[config.mk]
export PLATFORM = sky130hd
export DESIGN_NAME = page_commit_ctrl
export DESIGN_NICKNAME = d
export VERILOG_FILES = /design/src/rtl/pcw_pkg.sv /design/src/rtl/pcw_addr_track.sv /design/src/rtl/pcw_page_buf.sv /design/src/rtl/pcw_cycle_timer.sv /design/src/rtl/pcw_commit_fsm.sv /design/src/rtl/page_commit_ctrl.sv
export SDC_FILE = /design/constraint.sdc
export NUM_CORES = 1
export LEC_CHECK = 0
export BUFFER_PORTS_ARGS = -buffer_cell sky130_fd_sc_hd__buf_2
export CORE_AREA = 2 2 147 149
export CTS_CLUSTER_SIZE = 14
export DETAILED_ROUTE_END_ITERATION = 6
export DIE_AREA = 0 0 149 151
export PLACE_DENSITY = 0.83
export SYNTH_ARGS = -nofsm -noshare
export SYNTH_HDL_FRONTEND = slang
export SYNTH_HIERARCHICAL = 1
export SYNTH_SLANG_ARGS = --single-unit
export TNS_END_PERCENT = 5
[constraint.sdc]
create_clock -name clk -period 4.2 [get_ports clk]
set_input_delay 0.21 -clock clk [delete_from_list [all_inputs] [get_ports clk]]
set_output_delay 0.21 -clock clk [all_outputs]
set_load 0.02 [all_outputs]
[src/rtl/pcw_pkg.sv]
`timescale 1ns/1ps
package pcw_pkg;
    localparam int unsigned PCW_ADDR_W     = 13;
    localparam int unsigned PCW_DATA_W     = 8;
    localparam int unsigned PCW_PAGE_BYTES = 32;
    // 5 ms at a 200 MHz system clock
    localparam int unsigned PCW_CYCLE_CLKS = 1_000_000;

    typedef enum logic [1:0] {
        PH_IDLE = 2'd0,
        PH_SCAN = 2'd1,
        PH_HOLD = 2'd2
    } pcw_phase_e;

    // The commit must outlast the buffer scan.
    function automatic int unsigned eff_cycle(int unsigned req, int unsigned page);
        return (req > page) ? req : page + 1;
    endfunction
endpackage

[src/rtl/pcw_addr_track.sv]
`timescale 1ns/1ps
module pcw_addr_track #(
    parameter int unsigned ADDR_W = 13,
    parameter int unsigned SLOT_W = 5
) (
    input  logic                     clk,
    input  logic                     rst,
    input  logic                     load,
    input  logic [ADDR_W-1:0]        load_addr,
    input  logic                     step,
    input  logic                     first,
    output logic [ADDR_W-1:0]        cur_addr,
    output logic [ADDR_W-SLOT_W-1:0] row
);
    localparam int unsigned ROW_W = ADDR_W - SLOT_W;

    logic [SLOT_W-1:0] slot_nxt;
    assign slot_nxt = cur_addr[SLOT_W-1:0] + SLOT_W'(1);

    always_ff @(posedge clk) begin
        if (rst) begin
            cur_addr <= '0;
            row      <= '0;
        end else begin
            if (load)
                cur_addr <= load_addr;
            else if (step)
                cur_addr <= {cur_addr[ADDR_W-1:SLOT_W], slot_nxt};
            if (step && first)
                row <= ROW_W'(cur_addr[ADDR_W-1:SLOT_W]);
        end
    end
endmodule

[src/rtl/pcw_page_buf.sv]
`timescale 1ns/1ps
module pcw_page_buf #(
    parameter int unsigned DATA_W = 8,
    parameter int unsigned SLOTS  = 32,
    parameter int unsigned SLOT_W = 5
) (
    input  logic              clk,
    input  logic              rst,
    input  logic              wr_en,
    input  logic [SLOT_W-1:0] wr_slot,
    input  logic [DATA_W-1:0] wr_data,
    input  logic              clr,
    input  logic [SLOT_W-1:0] rd_slot,
    output logic [DATA_W-1:0] rd_data,
    output logic              rd_flag,
    output logic              any_flag
);
    logic [SLOTS-1:0]  flag_q;
    logic [DATA_W-1:0] data_q [SLOTS];

    for (genvar s = 0; s < SLOTS; s++) begin : g_slot
        logic hit;
        assign hit = wr_en && (wr_slot == SLOT_W'(s));

        always_ff @(posedge clk) begin
            if (rst)
                flag_q[s] <= 1'b0;
            else if (clr)
                flag_q[s] <= 1'b0;
            else if (hit)
                flag_q[s] <= 1'b1;
        end

        always_ff @(posedge clk) begin
            if (hit)
                data_q[s] <= wr_data;
        end
    end

    assign rd_data  = data_q[rd_slot];
    assign rd_flag  = flag_q[rd_slot];
    assign any_flag = |flag_q;
endmodule

[src/rtl/pcw_cycle_timer.sv]
`timescale 1ns/1ps
module pcw_cycle_timer #(
    parameter int unsigned EFF_CLKS = 1_000_000
) (
    input  logic clk,
    input  logic rst,
    input  logic arm,
    input  logic run,
    output logic expire
);
    localparam int unsigned CNT_W = $clog2(EFF_CLKS + 1);

    logic [CNT_W-1:0] cnt;

    always_ff @(posedge clk) begin
        if (rst)
            cnt <= '0;
        else if (arm)
            cnt <= '0;
        else if (run)
            cnt <= cnt + CNT_W'(1);
    end

    assign expire = run && (cnt == CNT_W'(EFF_CLKS - 1));
endmodule

[src/rtl/pcw_commit_fsm.sv]
`timescale 1ns/1ps
module pcw_commit_fsm
    import pcw_pkg::*;
#(
    parameter int unsigned SLOTS  = 32,
    parameter int unsigned SLOT_W = 5
) (
    input  logic              clk,
    input  logic              rst,
    input  logic              stop,
    input  logic              pending,
    input  logic              wp,
    input  logic              expire,
    output pcw_phase_e        phase,
    output logic [SLOT_W-1:0] scan_slot,
    output logic              arm,
    output logic              clr
);
    pcw_phase_e nxt;

    always_comb begin
        nxt = phase;
        arm = 1'b0;
        clr = 1'b0;
        unique case (phase)
            PH_IDLE: begin
                if (stop && pending) begin
                    if (wp) begin
                        clr = 1'b1;
                    end else begin
                        arm = 1'b1;
                        nxt = PH_SCAN;
                    end
                end
            end
            PH_SCAN: begin
                if (scan_slot == SLOT_W'(SLOTS - 1))
                    nxt = PH_HOLD;
            end
            PH_HOLD: begin
                if (expire) begin
                    clr = 1'b1;
                    nxt = PH_IDLE;
                end
            end
            default: nxt = PH_IDLE;
        endcase
    end

    always_ff @(posedge clk) begin
        if (rst) begin
            phase     <= PH_IDLE;
            scan_slot <= '0;
        end else begin
            phase <= nxt;
            if (phase == PH_SCAN)
                scan_slot <= scan_slot + SLOT_W'(1);
        end
    end
endmodule

[src/rtl/page_commit_ctrl.sv]
`timescale 1ns/1ps
module page_commit_ctrl
    import pcw_pkg::*;
#(
    parameter int unsigned ADDR_W     = PCW_ADDR_W,
    parameter int unsigned DATA_W     = PCW_DATA_W,
    parameter int unsigned PAGE_BYTES = PCW_PAGE_BYTES,
    parameter int unsigned CYCLE_CLKS = PCW_CYCLE_CLKS
) (
    input  logic              clk,
    input  logic              rst,
    input  logic              addr_ld,
    input  logic [ADDR_W-1:0] addr_in,
    input  logic              byte_stb,
    input  logic [DATA_W-1:0] byte_in,
    input  logic              stop_stb,
    input  logic              wp,
    output logic [ADDR_W-1:0] cur_addr,
    output logic              busy,
    output logic              mem_we,
    output logic [ADDR_W-1:0] mem_addr,
    output logic [DATA_W-1:0] mem_wdata
);
    localparam int unsigned SLOT_W   = $clog2(PAGE_BYTES);
    localparam int unsigned ROW_W    = ADDR_W - SLOT_W;
    localparam int unsigned EFF_CLKS = eff_cycle(CYCLE_CLKS, PAGE_BYTES);

    pcw_phase_e        phase;
    logic [SLOT_W-1:0] scan_slot;
    logic [ROW_W-1:0]  row;
    logic              take_byte, take_load, take_stop;
    logic              any_flag, rd_flag, arm, clr, expire;

    assign take_byte = byte_stb && !busy;
    assign take_load = addr_ld  && !busy;
    assign take_stop = stop_stb && !busy;

    pcw_addr_track #(.ADDR_W(ADDR_W), .SLOT_W(SLOT_W)) u_addr (
        .clk      (clk),
        .rst      (rst),
        .load     (take_load),
        .load_addr(addr_in),
        .step     (take_byte),
        .first    (!any_flag),
        .cur_addr (cur_addr),
        .row      (row)
    );

    pcw_page_buf #(.DATA_W(DATA_W), .SLOTS(PAGE_BYTES), .SLOT_W(SLOT_W)) u_buf (
        .clk     (clk),
        .rst     (rst),
        .wr_en   (take_byte),
        .wr_slot (cur_addr[SLOT_W-1:0]),
        .wr_data (byte_in),
        .clr     (clr),
        .rd_slot (scan_slot),
        .rd_data (mem_wdata),
        .rd_flag (rd_flag),
        .any_flag(any_flag)
    );

    pcw_commit_fsm #(.SLOTS(PAGE_BYTES), .SLOT_W(SLOT_W)) u_fsm (
        .clk      (clk),
        .rst      (rst),
        .stop     (take_stop),
        .pending  (any_flag || take_byte),
        .wp       (wp),
        .expire   (expire),
        .phase    (phase),
        .scan_slot(scan_slot),
        .arm      (arm),
        .clr      (clr)
    );

    pcw_cycle_timer #(.EFF_CLKS(EFF_CLKS)) u_tmr (
        .clk   (clk),
        .rst   (rst),
        .arm   (arm),
        .run   (busy),
        .expire(expire)
    );

    assign busy     = (phase != PH_IDLE);
    assign mem_we   = (phase == PH_SCAN) && rd_flag && !wp;
    assign mem_addr = {row, scan_slot};
endmodule

# Yosys cells after proc, flatten, opt, wreduce, memory -nomap -nowiden
# Memory sizes are Yosys's and may differ from the RTL's. A register that Yosys moved wholly into a read port is not among the register bits.
# Cells that the tools add are included.
# word_totals
reg_bits	80
ramBits	256
inputBits	27
output_inout_bits	36
wordCells	340
n_memories	1
# op_classes
n_addsub	3
n_lt_le_gt_ge	1
eq_ne	39
muxes	175
n_reduce_logical	83
# memory_table
name	words	width	read_ports	rd_ports_with_merged_regs	write_ports	line	text
u_buf.data_q	32	8	1	1	1	pcw_page_buf.sv:19	logic [DATA_W-1:0] data_q [SLOTS];
# ops
op	count
8-bit 2-to-1 mux	31
8-bit OR reduction	31
5-bit 2-to-1 mux	34
1-bit 2-to-1 mux	102
5-bit == test, second input constant	17
5-bit by 4-bit == test with 1-bit output, second input constant	8
1-bit logical AND	40
32-bit OR reduction	1
20-bit by 1-bit adder with 20-bit output, second input constant	1
20-bit == test, second input constant	1
5-bit by 3-bit == test with 1-bit output, second input constant	4
13-bit 2-to-1 mux	1
5-bit by 1-bit adder with 5-bit output, second input constant	2
5-bit by 2-bit == test with 1-bit output, second input constant	2
2-bit 2-to-1 mux	4
5-bit by 6-bit less-than comparator with 1-bit output, second input constant	1
2-bit one-hot mux with 3 select lines	1
1-bit binary-select mux with 5-bit select	1
5-bit by 1-bit == test with 1-bit output, second input constant	1
5-bit logical NOT	1
2-bit by 1-bit != test with 1-bit output, second input constant	2
2-bit != test, second input constant	2
4-bit AND reduction	1
2-bit nonzero test	2
other kinds (7)	10

# Depth between registers and ports, before layout
# Gate-level depths: netlist of the first run.
# depth
ltp_word	38
depth_mapped	13
depth_no_buf	10

# Cells and area by module
# The synthesis of the first run kept the hierarchy.
# by_module_without_submodules
mod	instances	cells_per_inst	area_per_inst_um2	seq_area_each_um2
pcw_page_buf	1	505	11145.7	8328.0
pcw_cycle_timer	1	112	957.2	400.4
pcw_addr_track	1	90	848.3	420.4
pcw_commit_fsm	1	35	347.8	140.1
page_commit_ctrl	1	8	53.8	0.0

# Worst setup path before layout of the first run
# No wires, ideal clock.
# synth_path
path_type	register to output
from	register u_fsm.scan_slot[0]
to	output port mem_we
arrival_ns	2.467
required_ns	3.990
slack_ns	1.523
path_stages_with_launch	7
path_buffers	2
cell_sequence	dfxtp_1 -> buf_6 -> buf_2 -> mux4_2 -> mux4_2 -> mux2_2 -> and4bb_2
# synth_between
elab_chain_cells	4
# synth_lines
item	line	text
start: declaration	pcw_commit_fsm.sv:15	output logic [SLOT_W-1:0] scan_slot,
start signal: assignment	pcw_commit_fsm.sv:57	scan_slot <= scan_slot + SLOT_W'(1);
1-bit binary-select mux with 5-bit select	pcw_page_buf.sv:41	assign rd_flag = flag_q[rd_slot];
1-bit 2-to-1 mux (implied by the code)	pcw_page_buf.sv:41	
net rd_flag	page_commit_ctrl.sv:32	logic any_flag, rd_flag, arm, clr, expire;
1-bit logical AND (2 in series)	page_commit_ctrl.sv:84	assign mem_we = (phase == PH_SCAN) && rd_flag && !wp;
end: declaration	page_commit_ctrl.sv:20	output logic mem_we,
# The timed path passes the listed nets, and every way through them passes these cells. The select of a mux whose other input is x is not followed.

==> impl_metrics.csv, run 1 <==
group,metric,value,unit
layout,finalNetCount,868,
grt,antenna_found_initial,1,
yosys,postSynthNetCount,781,
timing,finalCriticalPeriod,3.39,ns
place,hpwl,18600,µm
grt,grt_overflow_total,0,
timing,finClkSkew,0.0157,ns
yosys,ys_seq_elements,336,
grt,grtUsageTotal,28.1,%
timing,worstMarginPinSlew,1.37,ns
clock_network,cts_root_buffer,"clkbuf_16",
worst_hold_path,hold_path_startpoint,"addr_in[2]",
critical_path,crit_required,3.99,ns
status,outcome,"finished clean",
layout,area_growth,13.3,%
floorplanning,fp.dieH,151,µm
layout,drive_above_1_share,28.6,%
power,p_per_area,468,nW/µm²
place,port_buffers,62,
critical_path,cp-end-kind,"output pin",
detailed_routing,postRouteAntennaNets,0,
power,fin_total_pwr,7.08,mW
timing,hold_slack,0.0436,ns
clock_network,cts_inserted_buffers,34,
yosys,synth-edff-count,256,
worst_hold_path,hp-class,"in2reg",
floorplanning,dieArea,22500,µm²
yosys,synthCells,750,
layout,layout_common_cells,"256 x edfxtp_1, 90 x mux4_2, 78 x dfxtp_1",
yosys,async_flop_share,0,%
timing,hold_violations,0,
yosys,synth_top_cell_by_area,"edfxtp_1",
layout,fin_util,72.6,%
critical_path,cp.buffers_inverters,2,
flow_run,drv_cap,0,
detailed_routing,dr.pass1.iters,5,
detailed_routing,route.detailed.drc,0,
timing,slew_viol_final,0,
clock_network,cts_hold_buf,10,
yosys,synth-seq-area-share,69.6,%
clock_network,path_clk_slew,0.06,ns
power,peakVddDrop,0.000335,V
critical_path,crit_top_cell,"mux4_2",
critical_path,crit_slowest_cell,"dfxtp_4",
grt,grt_start_max_net_pins,40,
timing,setup_viol,0,
floorplanning,core_area,20800,µm²
floorplanning,die_w,149,µm
yosys,synth.cell_area,13400,µm²
clock_network,cts.sinks,336,
yosys,syn-mean-instance-area,17.8,µm²
clock_network,clk_latency,0.52,ns
layout,n_antenna_cell,0,
yosys,netlist.area_leader.share,57.6,%
critical_path,cp.arrival,3.18,ns
critical_path,worst-path-max-fanout,39,
timing,slew_headroom,8.60,%
critical_path,r2r_start,"u_fsm/phase[1]",
timing,rsz0062_at_grt,"no",
floorplanning,io_pins,63,
detailed_routing,vias,7555,
timing,fmaxAchievable,295,MHz
power,p_leak,4.97,nW
detailed_routing,wl_per_cell,27.1,µm
critical_path,cp_top_family,"multiplexers",
clock_network,cts_setup_buffers,0,
yosys,ys.flop_type,"edfxtp_1",
floorplanning,initial_core_util,64.1,%
critical_path,path_cells,"buf_12 -> mux4_2 -> mux4_2 -> mux2_2 -> buf_2",
grt,grt_pass1_vias,7644,
timing,setup_tns,0,ns
yosys,synth_cell_types,49,
yosys,synth_warnings,6,
critical_path,worstSetupStartpoint,"u_fsm/scan_slot[0]",
detailed_routing,first_iter_violations,852,
layout,final_common_cell,"edfxtp_1",
clock_network,clk_path_buf_depth,3,
yosys,synth_area_leaders,"edfxtp_1 58%, mux4_2 15%, dfxtp_1 12%",
critical_path,timing_worst_setup_path_type,"reg2out",
critical_path,rrSetupSlack,1.24,ns
clock_network,cts_tree,"yes",
detailed_routing,routed_wl,30800,µm
detailed_routing,viasPerCell,6.64,
critical_path,crit_path_start_kind,"flip-flop",
place,gp_congestion,0.799,
clock_network,cts_resized,0,
floorplanning,rows,53,
timing,min_period_over_period,80.7,%
grt,grt_first_pass_wirelength,45900,µm
clock_network,htreeDepth,2,
critical_path,cpPeakStageDelay,0.68,ns
-- logic make-up (layout without fill, tap and decap cells) --
family / Yosys count / after routing / share of synthesized area (%)
XOR/XNOR: 18 / 18 / 1.24
multiplexers: 114 / 114 / 17.1
AO/OA/AOI/OAI: 64 / 64 / 3.24
adder cells (fa/ha/maj): 4 / 4 / 0.375
buffers and inverters: 46 / 159 / 1.75
AND/OR/NAND/NOR: 168 / 168 / 6.72
flip-flops: 336 / 336 / 69.6
-- sequential cells by signal (all words and copies together), names as in the netlist --
register         count
u_buf/flag_q        32
u_addr/row           8
u_addr/cur_addr     13
u_fsm/phase          2
u_fsm/scan_slot      5
u_tmr/cnt           20
u_buf/data_q       256
-- path summary, 6_finish.rpt --
check / to / depth (start not counted)
min: u_addr/cur_addr[2] / 4
max: mem_wdata[1] / 5
max reg2reg: u_buf/flag_q[21] / 10
min reg2reg: u_addr/row[6] / 2
-- metal layers --
layer	global-route usage, %	vias to the layer above	wire, µm
li1	-	3169	-
met1	37.3	3878	11400
met2	47.7	431	15800
met3	5.24	75	2800
met4	9.14	2	832
met5	0	-	11
-- worst register-to-register path, cell delays in order (launching register included) --
cell	delay, ns
dfxtp_1	0.44
nor2_2	0.10
inv_1	0.20
nand4_1	0.43
nor2_1	0.33
nand2_1	0.09
nor4_1	0.51
nand2_1	0.11
a21oi_1	0.17
nor2_2	0.26
o21a_1	0.22
-- synth_stat cells (all sizes together), types with 3 or more instances --
cell and n:
a21oi 18, and2 4, buf 19, clkbuf 20, dfxtp 80, edfxtp 256, ha 4, inv 7
mux2 11, mux2i 13, mux4 90, nand2 25, nand2b 4, nand3 12, nand4 11, nand4b 4
nand4bb 3, nor2 60, nor2b 3, nor3 11, nor4 15, o21a 35, o21ai 4, or3 4
xnor2 13, xor2 5
-- area by class of cell --
class,count,area (µm²)
Clock buffer,49,1000
Clock inverter,13,68.8
Fill cell,1200,5700
Inverter,7,26.3
Multi-Input combinational cell,368,3830
Sequential cell,336,9300
Tap cell,275,344
Timing Repair Buffer,90,558
-- where the power goes --
group	internal [mW]	switching [mW]	leakage (nW)
logic	0.229	0.289	1.50
clock network	1.66	1.21	0.515
registers	3.63	0.0649	2.96
total	5.52	1.56	4.97
-- metrics by stage --
stage / instance area, µm² / worst slack, ns / instances
final: 15100 / 0.810 / 1138
after global routing: 15100 / 0.679 / 1138
after CTS: 15100 / 0.746 / 1138
after detailed placement: 14000 / 1.29 / 1066
after global placement: 14000 / 1.37 / 1066
after floorplan: 13400 / 1.52 / 750
Note: power is estimated with default switching activity, not from simulation.
==> inputs of run 2 (changes only) <==
--- a/config.mk
+++ b/config.mk
@@ -6,11 +6,11 @@
 export NUM_CORES = 1
 export LEC_CHECK = 0
 export BUFFER_PORTS_ARGS = -buffer_cell sky130_fd_sc_hd__buf_2
-export CORE_AREA = 2 2 147 149
+export CORE_AREA = 2 2 151 153
 export CTS_CLUSTER_SIZE = 14
 export DETAILED_ROUTE_END_ITERATION = 6
-export DIE_AREA = 0 0 149 151
-export PLACE_DENSITY = 0.83
+export DIE_AREA = 0 0 153 155
+export PLACE_DENSITY = 0.79
 export SYNTH_ARGS = -nofsm -noshare
 export SYNTH_HDL_FRONTEND = slang
 export SYNTH_HIERARCHICAL = 1
==> constraint.sdc (replaced) <==
create_clock -name clk -period 3.3 [get_ports clk]
set_input_delay 0.165 -clock clk [delete_from_list [all_inputs] [get_ports clk]]
set_output_delay 0.165 -clock clk [all_outputs]
set_load 0.02 [all_outputs]
==> run 2 against run 1 <==
  * Cell area grew 1.6%
  * Clock-buffer cell count shrank 7
  * Clock skew grew 0.0097 ns
  * Sequential power grew 27%
  * Power grew 30%
  * Final cell count grew 2.9%
  * Via count grew 0.33%
  * Hold slack lost 0.019 ns
  * Clock power grew 33%
  * Critical path depth is the same
  * Largest cell class unchanged
==> impl_metrics.csv, run 2 (synthesized netlist as in run 1, its figures left out) <==
group,metric,value,unit
layout,finalNetCount,893,
critical_path,cp.arrival,2.98,ns
timing,finClkSkew,0.0254,ns
floorplanning,rows,55,
detailed_routing,routed_wl,31100,µm
power,peakVddDrop,0.000689,V
clock_network,htreeDepth,2,
critical_path,crit_required,3.13,ns
layout,area_growth,15.2,%
critical_path,crit_path_start_kind,"flip-flop",
power,swShare,21.8,%
layout,largest_register,"u_buf/data_q",
detailed_routing,met3_length,2270,µm
grt,grtUsageTotal,26.8,%
timing,hold_slack,0.0248,ns
grt,grt_overflow_total,0,
detailed_routing,wl_per_cell,26.6,µm
power,netSwitchingPower,2.00,mW
power,p_int,7.18,mW
timing,hold_violations,0,
grt,grt_first_pass_wirelength,47100,µm
timing,min_period_over_period,95.4,%
critical_path,cp-end-kind,"output pin",
timing,fmaxAchievable,318,MHz
floorplanning,fp.dieH,155,µm
detailed_routing,wl_met1,11500,µm
power,clkPwrFrac,41.5,%
layout,largest_reg_flops,256,
timing,setup_tns,0,ns
layout,n_antenna_cell,0,
critical_path,rrSetupSlack,0.39,ns
clock_network,clk_path_buf_depth,3,
layout,layout_common_cells,"256 x edfxtp_1, 90 x mux4_2, 78 x dfxtp_1",
critical_path,timing_worst_setup_path_type,"reg2out",
grt,grt_start_max_net_pins,48,
clock_network,cts.sinks,336,
worst_hold_path,hp-class,"in2reg",
timing,worstMarginPinSlew,1.25,ns
floorplanning,io_pins,63,
timing,rsz0062_at_grt,"no",
place,port_buffers,62,
layout,final_common_cell,"edfxtp_1",
power,p_per_area,597,nW/µm²
flow_run,drv_cap,0,
power,p_leak,5.13,nW
timing,setup_viol,0,
timing,finalCriticalPeriod,3.15,ns
detailed_routing,top_layer,"met4",
clock_network,cts_inserted_buffers,34,
detailed_routing,postRouteAntennaNets,0,
floorplanning,core_area,22200,µm²
clock_network,path_clk_slew,0.06,ns
grt,grt_pass1_vias,7851,
detailed_routing,first_iter_violations,727,
power,pwr-share-seq,51.0,%
status,outcome,"finished clean",
place,gp_congestion,0.819,
floorplanning,die_w,153,µm
grt,antenna_found_initial,0,
clock_network,cts_tree,"yes",
detailed_routing,route.detailed.drc,0,
floorplanning,dieArea,23700,µm²
detailed_routing,met2_length,16000,µm
power,p_comb_share,7.5,%
detailed_routing,dr.pass1.iters,4,
clock_network,cts_root_buffer,"clkbuf_16",
place,hpwl,17700,µm
timing,slew_headroom,16.4,%
layout,drive_above_1_share,30.5,%
detailed_routing,vias,7580,
detailed_routing,viasPerCell,6.47,
layout,reg_top3,"u_buf/data_q: 256 flops, u_buf/flag_q: 32 flops, u_tmr/cnt: 20 flops",
critical_path,worst-path-max-fanout,47,
timing,slew_viol_final,0,
floorplanning,initial_core_util,60.1,%
clock_network,clk_latency,0.52,ns
## run 2: path summary, 6_finish.rpt
path	from	to	cells after the start
worst max-delay path	u_fsm/scan_slot[2]	mem_wdata[3]	5
worst min register to register	u_addr/row[2]	u_addr/row[2]	2
worst min-delay path	addr_in[3]	u_addr/cur_addr[3]	4
worst max register to register	u_buf/flag_q[14]	u_buf/flag_q[15]	8
## run 2: timing repair
item / 4_1_cts / 5_1_grt
buffers inserted: 0 / 1
hold endpoints to repair: 12 / 0
setup endpoints to repair: 0 / 7
resized for setup: 0 / 1
hold buffers: 12 / 0
## run 2: final cells by class
class | count | area, µm²
clock buffers | 42 | 902
clock inverters | 18 | 191
fillers | 1364 | 6850
inverters | 7 | 26.3
multi-input cells | 368 | 3830
flip-flops and latches | 336 | 9300
well taps | 285 | 357
repair buffers | 115 | 771
## run 2: worst max-delay path, stage by stage (launching register included)
cell and delay [ns]:
dfxtp_4 0.67, buf_12 0.35, mux4_2 0.40, mux4_2 0.57, mux2_2 0.30, buf_2 0.16
## run 2: stage by stage
| stage | power (mW) | instance area [µm²] | worst slack (ns) | cells | utilization (%) |
|---|---|---|---|---|---|
| 2_1_floorplan | 5.22 | 13400 | 0.668 | 750 | - |
| 3_3_place_gp | 5.40 | 14100 | 0.630 | 1098 | 63.6 |
| 3_5_place_dp | 5.43 | 14100 | 0.471 | 1098 | 63.6 |
| 4_1_cts | 9.20 | 15400 | 0.00964 | 1170 | 69.1 |
| 5_1_grt | 9.44 | 15400 | 0.0897 | 1171 | 69.2 |
| 6_report | 9.18 | 15400 | 0.151 | 1171 | 69.2 |
## run 2: power groups by stage
stage          registers [mW]  logic [mW]  clock network (mW)
6_report                 4.68       0.686                3.81
5_1_grt                  4.69       0.732                4.01
4_1_cts                  4.69       0.673                3.84
3_5_place_dp             4.78       0.651                   0
3_3_place_gp             4.77       0.626                   0
2_1_floorplan            4.76       0.459                   0
## run 2: layer usage
layer  up-vias  track usage (%)
met5         -                0
met4         0             11.7
li1       3216                -
met3        77             4.48
met1      3873             34.6
met2       414             45.7
